`src/rtl/spi_txb_pkg.sv`:
```
package spi_txb_pkg;

  localparam int RATE_W = 2;
  localparam int CNT_W  = 7;

  typedef struct packed {
    logic [RATE_W-1:0] rate;
    logic              txe_ie;
    logic              fault_en;
    logic              master;
    logic              en;
  } spi_ctrl_t;

  localparam int CTRL_W = $bits(spi_ctrl_t);

  // clock cycles per serial clock phase: 4 ** code
  function automatic logic [CNT_W-1:0] phase_len(input logic [RATE_W-1:0] code);
    phase_len = CNT_W'(1) << {code, 1'b0};
  endfunction

endpackage

```
`src/rtl/spi_txb_sync.sv`:
```
module spi_txb_sync #(
  parameter logic RST_VAL = 1'b0
) (
  input  logic clk,
  input  logic rst_n,
  input  logic d,
  output logic q
);
  logic meta_q;

  always_ff @(posedge clk or negedge rst_n) begin
    if (!rst_n) begin
      meta_q <= RST_VAL;
      q      <= RST_VAL;
    end else begin
      meta_q <= d;
      q      <= meta_q;
    end
  end
endmodule

```
`src/rtl/spi_txb_buffer.sv`:
```
module spi_txb_buffer #(
  parameter int DATA_W = 8
) (
  input  logic              clk,
  input  logic              rst_n,
  input  logic              wr_en,
  input  logic [DATA_W-1:0] wr_data,
  input  logic              load,
  output logic [DATA_W-1:0] buf_q,
  output logic              full_q,
  output logic              tx_empty
);

  always_ff @(posedge clk or negedge rst_n) begin
    if (!rst_n) begin
      buf_q  <= '0;
      full_q <= 1'b0;
    end else if (wr_en) begin
      buf_q  <= wr_data;
      full_q <= 1'b1;
    end else if (load) begin
      full_q <= 1'b0;
    end
  end

  assign tx_empty = ~full_q;


  empty_after_load_chk: assert property (@(posedge clk) disable iff (!rst_n)
    (load && !wr_en) |=> tx_empty);


  full_after_write_chk: assert property (@(posedge clk) disable iff (!rst_n)
    wr_en |=> !tx_empty);

endmodule

```
`src/rtl/spi_txb_ctl.sv`:
```
module spi_txb_ctl
  import spi_txb_pkg::*;
(
  input  logic      clk,
  input  logic      rst_n,
  input  logic      ctrl_wr,
  input  spi_ctrl_t ctrl_wdata,
  input  logic      stat_rd,
  input  logic      fault_evt,
  output spi_ctrl_t ctrl_q,
  output logic      fault_q
);
  logic arm_q;

  always_ff @(posedge clk or negedge rst_n) begin
    if (!rst_n) begin
      ctrl_q  <= '0;
      fault_q <= 1'b0;
      arm_q   <= 1'b0;
    end else begin
      if (ctrl_wr)   ctrl_q <= ctrl_wdata;
      if (fault_evt) ctrl_q.master <= 1'b0;

      if (fault_evt)             fault_q <= 1'b1;
      else if (ctrl_wr && arm_q) fault_q <= 1'b0;

      if (stat_rd && fault_q) arm_q <= 1'b1;
      else if (ctrl_wr)       arm_q <= 1'b0;
    end
  end


  fault_drops_master_chk: assert property (@(posedge clk) disable iff (!rst_n)
    fault_evt |=> (fault_q && !ctrl_q.master));


  fault_sticky_chk: assert property (@(posedge clk) disable iff (!rst_n)
    (fault_q && !(ctrl_wr && arm_q)) |=> fault_q);


  fault_needs_enable_chk: assert property (@(posedge clk) disable iff (!rst_n)
    $rose(fault_q) |-> $past(ctrl_q.fault_en));

endmodule

```
`src/rtl/spi_txb_shifter.sv`:
```
module spi_txb_shifter
  import spi_txb_pkg::*;
#(
  parameter int DATA_W = 8
) (
  input  logic              clk,
  input  logic              rst_n,
  input  logic              run_m,
  input  logic              run_s,
  input  logic              ss_act,
  input  logic              sck_rise,
  input  logic              sck_fall,
  input  logic [RATE_W-1:0] rate,
  input  logic [DATA_W-1:0] buf_data,
  input  logic              buf_full,
  input  logic              sdi,
  output logic              load,
  output logic              sck_o,
  output logic              sdo,
  output logic [DATA_W-1:0] rx_data,
  output logic              done
);
  localparam int BIT_W = (DATA_W > 1) ? $clog2(DATA_W) : 1;
  localparam logic [BIT_W-1:0] LAST_BIT = BIT_W'(DATA_W - 1);

  logic              busy_q, is_m_q, sck_q;
  logic [BIT_W-1:0]  bits_q;
  logic [DATA_W-1:0] sh_q;
  logic [CNT_W-1:0]  cnt_q;

  // named internal events
  logic abort, start, rate_run, tick, step_lead, step_trail, last;
  logic [DATA_W-1:0] shifted;
  logic [CNT_W-1:0]  phase;

  assign phase    = phase_len(rate);
  assign abort    = busy_q & ((is_m_q & ~run_m) | (~is_m_q & (~run_s | ~ss_act)));
  assign start    = ~busy_q & buf_full & (run_m | (run_s & ss_act));
  assign rate_run = busy_q & is_m_q & ~abort;
  assign tick     = rate_run & (cnt_q >= (phase - CNT_W'(1)));

  assign step_lead  = busy_q & ~abort & (is_m_q ? (tick & ~sck_q) : sck_rise);
  assign step_trail = busy_q & ~abort & (is_m_q ? (tick &  sck_q) : sck_fall);
  assign shifted    = {sh_q[DATA_W-2:0], sdi};
  assign last       = step_trail & (bits_q == LAST_BIT);
  assign load       = start | (last & buf_full);

  always_ff @(posedge clk or negedge rst_n) begin
    if (!rst_n) begin
      cnt_q <= '0;
    end else if (!rate_run || tick) begin
      cnt_q <= '0;
    end else begin
      cnt_q <= cnt_q + CNT_W'(1);
    end
  end

  always_ff @(posedge clk or negedge rst_n) begin
    if (!rst_n) begin
      busy_q  <= 1'b0;
      is_m_q  <= 1'b0;
      sck_q   <= 1'b0;
      bits_q  <= '0;
      sh_q    <= '0;
      sdo     <= 1'b0;
      rx_data <= '0;
      done    <= 1'b0;
    end else begin
      done <= last;
      if (abort) begin
        busy_q <= 1'b0;
        sck_q  <= 1'b0;
        bits_q <= '0;
      end else begin
        if (start) begin
          busy_q <= 1'b1;
          is_m_q <= run_m;
          bits_q <= '0;
          sck_q  <= 1'b0;
        end
        if (tick) sck_q <= ~sck_q;
        if (step_lead) sdo <= sh_q[DATA_W-1];
        if (step_trail) begin
          sh_q   <= shifted;
          bits_q <= last ? '0 : bits_q + BIT_W'(1);
        end
        if (last) begin
          rx_data <= shifted;
          if (!buf_full) busy_q <= 1'b0;
        end
        if (load) sh_q <= buf_data;
      end
    end
  end

  assign sck_o = sck_q;


  sck_only_in_xfer_chk: assert property (@(posedge clk) disable iff (!rst_n)
    sck_q |-> busy_q);


  sck_holds_between_ticks_chk: assert property (@(posedge clk) disable iff (!rst_n)
    (busy_q && is_m_q && !tick && !abort) |=> $stable(sck_q));


  back_to_back_chk: assert property (@(posedge clk) disable iff (!rst_n)
    (last && buf_full) |=> busy_q);


  slave_no_sck_chk: assert property (@(posedge clk) disable iff (!rst_n)
    (busy_q && !is_m_q) |-> !sck_q);

endmodule

```
`src/rtl/spi_txb_core.sv`:
```
module spi_txb_core
  import spi_txb_pkg::*;
#(
  parameter int DATA_W = 8
) (
  input  logic              clk,
  input  logic              rst_n,
  input  logic              data_wr,
  input  logic [DATA_W-1:0] data_in,
  input  logic              ctrl_wr,
  input  logic [CTRL_W-1:0] ctrl_in,
  input  logic              stat_rd,
  output logic              tx_empty,
  output logic              mode_fault,
  output logic              irq,
  output logic [CTRL_W-1:0] ctrl_out,
  output logic [DATA_W-1:0] rx_data,
  output logic              xfer_done,
  output logic              sck_o,
  input  logic              sck_i,
  input  logic              ss_i,
  output logic              ss_gpio,
  output logic              sdo,
  input  logic              sdi
);
  spi_ctrl_t         ctrl_q;
  logic              ss_s, sck_s, sck_d;
  logic              fault_evt, run_m, run_s, load, full_q;
  logic [DATA_W-1:0] buf_q;

  spi_txb_sync #(.RST_VAL(1'b1)) u_ss_sync (
    .clk(clk), .rst_n(rst_n), .d(ss_i), .q(ss_s));

  spi_txb_sync #(.RST_VAL(1'b0)) u_sck_sync (
    .clk(clk), .rst_n(rst_n), .d(sck_i), .q(sck_s));

  always_ff @(posedge clk or negedge rst_n) begin
    if (!rst_n) sck_d <= 1'b0;
    else        sck_d <= sck_s;
  end

  assign fault_evt = ctrl_q.en & ctrl_q.master & ctrl_q.fault_en & ~ss_s;
  assign run_m     = ctrl_q.en & ctrl_q.master & ~fault_evt;
  assign run_s     = ctrl_q.en & ~ctrl_q.master;

  spi_txb_ctl u_ctl (
    .clk(clk), .rst_n(rst_n),
    .ctrl_wr(ctrl_wr), .ctrl_wdata(spi_ctrl_t'(ctrl_in)),
    .stat_rd(stat_rd), .fault_evt(fault_evt),
    .ctrl_q(ctrl_q), .fault_q(mode_fault));

  spi_txb_buffer #(.DATA_W(DATA_W)) u_buf (
    .clk(clk), .rst_n(rst_n),
    .wr_en(data_wr), .wr_data(data_in), .load(load),
    .buf_q(buf_q), .full_q(full_q), .tx_empty(tx_empty));

  spi_txb_shifter #(.DATA_W(DATA_W)) u_shift (
    .clk(clk), .rst_n(rst_n),
    .run_m(run_m), .run_s(run_s), .ss_act(~ss_s),
    .sck_rise(sck_s & ~sck_d), .sck_fall(~sck_s & sck_d),
    .rate(ctrl_q.rate), .buf_data(buf_q), .buf_full(full_q),
    .sdi(sdi), .load(load), .sck_o(sck_o), .sdo(sdo),
    .rx_data(rx_data), .done(xfer_done));

  assign irq      = tx_empty & ctrl_q.txe_ie;
  assign ctrl_out = ctrl_q;
  assign ss_gpio  = ~ctrl_q.en | (ctrl_q.master & ~ctrl_q.fault_en);


  irq_needs_empty_chk: assert property (@(posedge clk) disable iff (!rst_n)
    irq |-> tx_empty);


  gpio_no_fault_chk: assert property (@(posedge clk) disable iff (!rst_n)
    (ss_gpio && !mode_fault) |=> !mode_fault);

endmodule

```
`config.mk`:
```
export PLATFORM = sky130hd
export DESIGN_NAME = spi_txb_core
export DESIGN_NICKNAME = d
export VERILOG_FILES = /design/src/rtl/spi_txb_pkg.sv /design/src/rtl/spi_txb_sync.sv /design/src/rtl/spi_txb_buffer.sv /design/src/rtl/spi_txb_ctl.sv /design/src/rtl/spi_txb_shifter.sv /design/src/rtl/spi_txb_core.sv
export SDC_FILE = /design/constraint.sdc
export NUM_CORES = 1
export LEC_CHECK = 0
export BUFFER_PORTS_ARGS = -buffer_cell sky130_fd_sc_hd__buf_2
export CAP_MARGIN = 20
export CORE_MARGIN = 2
export CORE_UTILIZATION = 45
export CTS_CLUSTER_SIZE = 30
export DETAILED_ROUTE_END_ITERATION = 10
export PLACE_DENSITY_LB_ADDON = 0.08
export SLEW_MARGIN = 0
export SYNTH_ARGS = -nofsm -noshare
export SYNTH_HDL_FRONTEND = slang
export SYNTH_SLANG_ARGS = --single-unit
```
`constraint.sdc`:
```
create_clock -name clk -period 2.42 [get_ports clk]
set_input_delay 0.121 -clock clk [delete_from_list [all_inputs] [get_ports clk]]
set_output_delay 0.121 -clock clk [all_outputs]
set_load 0.005 [all_outputs]
```
After elaboration in Yosys (flattened, before gate mapping):

Cells that the tools add are included.

* register bits: 53
* bits in latches: 0
* memory bits (writable): 0
* memory bits (read-only): 0
* input bits: 22
* output and inout bits: 21
* word-level logic and storage cells: 112
* memories kept: 0

* add/subtract/negate cells: 3
* multipliers: 0
* div/mod/pow operators: 0
* $lt $le $gt $ge: 1
* equal/unequal tests: 1
* shift operators: 1
* muxes and demuxes: 24
* bitwise gates (word level): 44
* reductions and logical operators: 15

Operators with widths (count)
* AND 1 bit: 25
* two-way mux 1 bit: 16
* two-way mux 8 bit: 2
* NOT 1 bit: 14
* two-way mux 3 bit: 4
* nonzero test 2 bit: 5
* AND reduction 2 bit: 4
* adder 7 x 1 -> 7 bit (second input constant): 1
* >= comparator 7 bit: 1
* two-way mux 7 bit: 1
* left shift 1 x 3 -> 7 bit (first input constant): 1
* subtractor 7 x 1 -> 7 bit (second input constant): 1
* nonzero test 3 bit: 2
* bitwise OR 1 bit: 5
* adder 3 x 1 -> 3 bit (second input constant): 1
* equality test 3 bit (second input constant): 1
* logical AND 1 bit: 2
* two-way mux 2 bit: 1
* logical NOT 1 bit: 1
* logical OR 1 bit: 1

Depth between registers and ports, before layout:

* depth after elaboration: 20
* depth in mapped cells: 8
* gate-level depth less buffers: 8

Hierarchy:

A second synthesis with hierarchy kept.

* cell total of the unflattened synthesis: 215
* area, all modules: 2521.2 µm²

By module, submodules not included
* spi_txb_shifter: instances 1, cells an instance 159, area an instance 1640.3 µm², seq. area each 775.7 µm²
* spi_txb_buffer: instances 1, cells an instance 20, area an instance 367.9 µm², seq. area each 225.2 µm²
* spi_txb_ctl: instances 1, cells an instance 21, area an instance 324.1 µm², seq. area each 200.2 µm²
* spi_txb_core: instances 1, cells an instance 11, area an instance 86.3 µm², seq. area each 25.0 µm²
* spi_txb_sync at u_ss_sync: instances 1, cells an instance 2, area an instance 52.6 µm², seq. area each 52.6 µm²
* spi_txb_sync at u_sck_sync: instances 1, cells an instance 2, area an instance 50.0 µm², seq. area each 50.0 µm²

Least setup slack after synthesis:

OpenSTA, ideal clock, no wires.

* kind: register -> register
* from: register, netlist name u_ctl.ctrl_q[4]
* to: register u_shift.rx_data[0]
* library setup time: 0.125 ns
* data arrival time: 2.150 ns
* data required time: 2.295 ns
* setup slack: 0.145 ns
* stages on the path, launching flop included: 8
* buffers on the path: 0
* period minus slack after synthesis: 2.275 ns
* cells stage by stage: dfrtp_1 or2_2 ha_1 nand2b_1 a211o_1 a21bo_2 nand3_2 mux2_2

* longest elaborated chain between the ends: 9

Ends and longest elaborated chain
* left shift 1 x 3 -> 7 bit: line spi_txb_pkg.sv:18 `phase_len = CNT_W'(1) << {code, 1'b0};`
* subtractor 7 x 1 -> 7 bit: line spi_txb_shifter.sv:40 `assign tick = rate_run & (cnt_q >= (phase - CNT_W'(1)));`
* >= comparator 7 bit: line spi_txb_shifter.sv:40
* AND 1 bit: line spi_txb_shifter.sv:40
* AND 1 bit: line spi_txb_shifter.sv:43 `assign step_trail = busy_q & ~abort & (is_m_q ? (tick & sck_q) : sck_fall);`
* two-way mux 1 bit: line spi_txb_shifter.sv:43
* AND 1 bit: line spi_txb_shifter.sv:43
* AND 1 bit: line spi_txb_shifter.sv:45 `assign last = step_trail & (bits_q == LAST_BIT);`
* AND reduction 2 bit (no source line)
* to (signal assigned): line spi_txb_shifter.sv:88 `rx_data <= shifted;`
* to (decl): line spi_txb_shifter.sv:20 `output logic [DATA_W-1:0] rx_data,`

Every way passes these cells.
A chain may end at the register's enable or synchronous reset.

Worst setup path after layout:

* from: register, netlist name u_ctl.ctrl_q[4]
* to: register u_shift.sh_q[1]

* longest elaborated chain between the ends: 12
* elaborated cells on any way between the ends: 13
* those cells by class: add/sub (1); order compare (1); shift (1); mux (2); bitwise (6); reduce/logical (2)

Ends and longest elaborated chain
* left shift 1 x 3 -> 7 bit (*): line spi_txb_pkg.sv:18
* subtractor 7 x 1 -> 7 bit (*): line spi_txb_shifter.sv:40
* >= comparator 7 bit (*): line spi_txb_shifter.sv:40
* AND 1 bit (*): line spi_txb_shifter.sv:40
* AND 1 bit (*): line spi_txb_shifter.sv:43
* two-way mux 1 bit (*): line spi_txb_shifter.sv:43
* AND 1 bit (*): line spi_txb_shifter.sv:43
* AND 1 bit: line spi_txb_shifter.sv:45
* AND 1 bit: line spi_txb_shifter.sv:46 `assign load = start | (last & buf_full);`
* bitwise OR 1 bit: line spi_txb_shifter.sv:46
* nonzero test 2 bit (no source line)
* AND reduction 2 bit (no source line)
* to (signal assigned): line spi_txb_shifter.sv:84 `sh_q <= shifted;`
* to (signal assigned): line spi_txb_shifter.sv:91 `if (load) sh_q <= buf_data;`
* to (decl): line spi_txb_shifter.sv:28 `logic [DATA_W-1:0] sh_q;`

Every way passes the cells marked *; elsewhere a longest branch is shown, timed or not.

==> flow_metrics.env <==
export IMPL_crit_family="compound AO/OA/AOI/OAI gates"
export IMPL_intPower_mw=1.41
export IMPL_cts_buffer_depth=2
export IMPL_seq_power_share_pct=54.5
export IMPL_maxCapViolations=0
export IMPL_p_leak_nw=1.50
export IMPL_ys_ff_latch=53
export IMPL_hpwl_mm=3.79
export IMPL_relSlewSlack_pct=39.1
export IMPL_required_ns=2.64
export IMPL_start_util_pct=47.3
export IMPL_switching_power_mw=0.587
export IMPL_grt_ovfl_total=0
export IMPL_area_delta_synth_final_pct=17.0
export IMPL_yosysSeqAreaShare_pct=50.5
export IMPL_drcViolationCount=0
export IMPL_antenna_cells=0
export IMPL_grt_max_degree=30
export IMPL_power_mw=2.00
export IMPL_fin_crit_ns=2.32
export IMPL_clock_latency_ns=0.31
export IMPL_dieArea_um2=6480
export IMPL_tightest_slew_ns=0.909
export IMPL_ios=43
export IMPL_ctsHtreeMaxLevel=2
export IMPL_synthTopCellsByArea="dfrtp_1, ha_1, mux2_2, a221oi_2, o21ai_0"
export IMPL_synthesis_instances=246
export IMPL_crit_arrival_ns=2.55
export IMPL_fill_cells=508
export IMPL_ant_nets=0
export IMPL_drive_gt1_share_pct=30.4
export IMPL_pwr_share_clk_pct=24.5
export IMPL_seq_area_um2=1330
export IMPL_first_iter_violations=64
export IMPL_report_final_hold_viol_count=0
export IMPL_critPathMaxStageDelay_ns=0.38
export IMPL_vias=1933
export IMPL_final_area_um2=3080
export IMPL_pre_cts_ws_ns=0.0592
export IMPL_clock_sinks=53
export IMPL_worstSetupPathType="reg2reg"
export IMPL_io_buffers=42
export IMPL_die_w_um=80.5
export IMPL_finClkSkew_ns=0.00826
export IMPL_synth_largest_area_cell="dfrtp_1"
export IMPL_swShare_pct=29.4
export IMPL_crit_buf_inv=0
export IMPL_synth_warnings=0
export IMPL_finalCritPeriodShare_pct=96.1
export IMPL_cp_slowest_cell="dfrtp_1"
export IMPL_tritoncts="done"
export IMPL_drv_slew=0
export IMPL_crit_path_max_fanout=8
export IMPL_fin_ws_ns=0.0953
export IMPL_antenna_found_initial=0
export IMPL_grt_pass1_vias=1851
export IMPL_syn_nets=278
export IMPL_die_y_um=80.5
export IMPL_worstSetupStartpointType="flip-flop"
export IMPL_powerDensity_nw_per_um2=648
export IMPL_rows=27
export IMPL_grt_pass1_wl_mm=8.98
export IMPL_multi_input_area_um2=1190
export IMPL_max_freq_mhz=430
export IMPL_core_area_um2=5570
export IMPL_syn_cell_area_um2=2630
export IMPL_firstDrtPassIters=4
export IMPL_hold_path_class="in2reg"
export IMPL_ys_types=54
export IMPL_wl_per_cell_um=14.2
export IMPL_peakVddDrop_uv=378
export IMPL_status="complete, no violations"
export IMPL_post_cts_buffers=0
export IMPL_power_frac_comb_pct=21.0
export IMPL_wl_mm=5.22
export IMPL_yosysTopAreaCellShare_pct=48.5
export IMPL_worstPathCellList="or2_2, ha_1, nand2b_1, a211o_1, a21bo_2, a31o_4, a221oi_2"
export IMPL_setup_viol=0
export IMPL_cts_root_buf="clkbuf_8"
export IMPL_dpl_cell_area_um2=2960
export IMPL_post_drt_via_cell_ratio=5.25
export IMPL_cts_inserted_buffers=5
export IMPL_avgSynthCellArea_um2=10.7
export IMPL_crit_path_end_kind="flip-flop"
export IMPL_path_clk_slew_ns=0.10
export IMPL_globalplace_congestion=0.748
export IMPL_fin_setup_tns_ns=0
export IMPL_grt_total_usage_pct=18.0
export IMPL_rsz0062_at_grt="true"
export IMPL_fin_nets=327
cell usage after synthesis (all sizes together):
| cell type | n |
|---|---|
| a211o | 2 |
| nor2b | 3 |
| or2 | 1 |
| a221oi | 8 |
| and3 | 4 |
| nor2 | 22 |
| a31oi | 1 |
| a311oi | 1 |
| xnor2 | 3 |
| nand3 | 4 |
| nand4b | 1 |
| dfrtp | 51 |
| o211a | 2 |
| ha | 10 |
| nor3 | 10 |
| or3 | 9 |
| o2111ai | 3 |
| clkbuf | 6 |
| nand3b | 1 |
| dfstp | 2 |
| and2b | 1 |
| a21boi | 2 |
| nand4 | 1 |
| o21ai | 17 |
| mux2 | 11 |
| a21oi | 3 |
| buf | 4 |
| o41ai | 1 |
| a211oi | 2 |
| and2 | 1 |
| mux2i | 1 |
| o211ai | 2 |
| a31o | 3 |
| xor2 | 2 |
| nand2b | 3 |
| nor3b | 2 |
| conb | 1 |
| a21bo | 1 |
| o311ai | 1 |
| a21o | 1 |
| and4 | 1 |
| o31ai | 1 |
| nand2 | 20 |
| inv | 20 |
area by class of cell:
cell class	count	area share [%]
clock buffers	7	2.48
clock inverters	1	0.162
inverters	20	2.44
multi-input cells	163	38.6
flip-flops and latches	53	43.1
well taps	72	2.92
repair buffers	52	10.3
placed cells by master (no fill, tap or decap), drive strengths merged, types with 3 or more instances in the layout:
| cell | count |
|---|---|
| a31o | 3 |
| clkbuf | 7 |
| nor2b | 3 |
| xnor2 | 3 |
| nor3 | 10 |
| dfrtp | 51 |
| o21ai | 17 |
| nand2b | 3 |
| buf | 49 |
| or3 | 9 |
| a221oi | 8 |
| and3 | 4 |
| mux2 | 11 |
| o2111ai | 3 |
| dlygate4sd3 | 3 |
| nor2 | 22 |
| nand3 | 4 |
| a21oi | 3 |
| nand2 | 20 |
| ha | 10 |
| inv | 20 |
worst min-delay path, cell delays in order:
cell	delay [ns]
buf_2	0.08
nand2_1	0.04
o21ai_0	0.05
logic make-up after synthesis:
group                      count (synthesis)  synth area share [%]
AOI/OAI and AO/OA                         51                  16.8
buffers and inverters                     30                  4.85
muxes                                     12                  5.08
and+or+nand+nor                           84                  16.2
xor gates and xnor gates                   5                  1.66
DFF                                       53                  50.5
other                                      1                 0.142
adders and majority gates                 10                  4.75
power groups by stage:
stage                     Clock, mW  Sequential (mW)  Combinational (mW)
after floorplan                   0             1.07               0.316
after global placement            0             1.11               0.410
after detailed placement          0             1.10               0.418
after CTS                     0.515             1.09               0.423
after global routing          0.539             1.11               0.475
final                         0.490             1.09               0.420
metrics by stage:
| step | util [%] | instances | hold WS, ns |
|---|---|---|---|
| 4_1_cts | 55.1 | 368 | 0.00227 |
| 6_report | 55.3 | 368 | 0.0107 |
| 3_5_place_dp | 53.1 | 357 | 0.162 |
| 3_3_place_gp | 53.1 | 357 | 0.163 |
| 2_1_floorplan | - | 246 | -0.175 |
| 5_1_grt | 55.3 | 368 | 0.00601 |
routing by layer:
layer  GRT usage, %  part of all wire [%]  vias to the layer above
met1           26.2                    52                      928
met2           26.9                    43                       35
met4           6.10                   1.4                        0
li1               -                     -                      964
met5              0                     0                        -
met3           3.37                   3.7                        6
worst paths after layout:
check / slack (ns) / cells after the start / startpoint / to
max in group asynchronous: 1.54 / 3 / rst_n / u_shift.rx_data[3]
max: 0.1 / 7 / u_ctl.ctrl_q[4] / u_shift.sh_q[1]
min in group asynchronous: 0.34 / 2 / rst_n / u_shift.cnt_q[5]
max reg2reg: 0.1 / 7 / u_ctl.ctrl_q[4] / u_shift.sh_q[1]
min reg2reg: 0.35 / 0 / u_sck_sync.meta_q / u_sck_sync.q
min: 0.01 / 3 / data_in[3] / u_buf.buf_q[3]
repair_timing:
item                                    in CTS  in global routing
hold buffers                                 3                  0
resized for setup                            0                  2
hold endpoints to repair                    24                  0
endpoints found under the setup margin       0                 10
state kept, by name (all words and copies together), names as in the netlist, 3 cells and up:
name	cells
u_ctl.ctrl_q	6
u_shift.cnt_q	7
u_shift.bits_q	3
u_shift.sh_q	8
u_buf.buf_q	8
u_shift.rx_data	8
(Power assumes the default switching activity.)
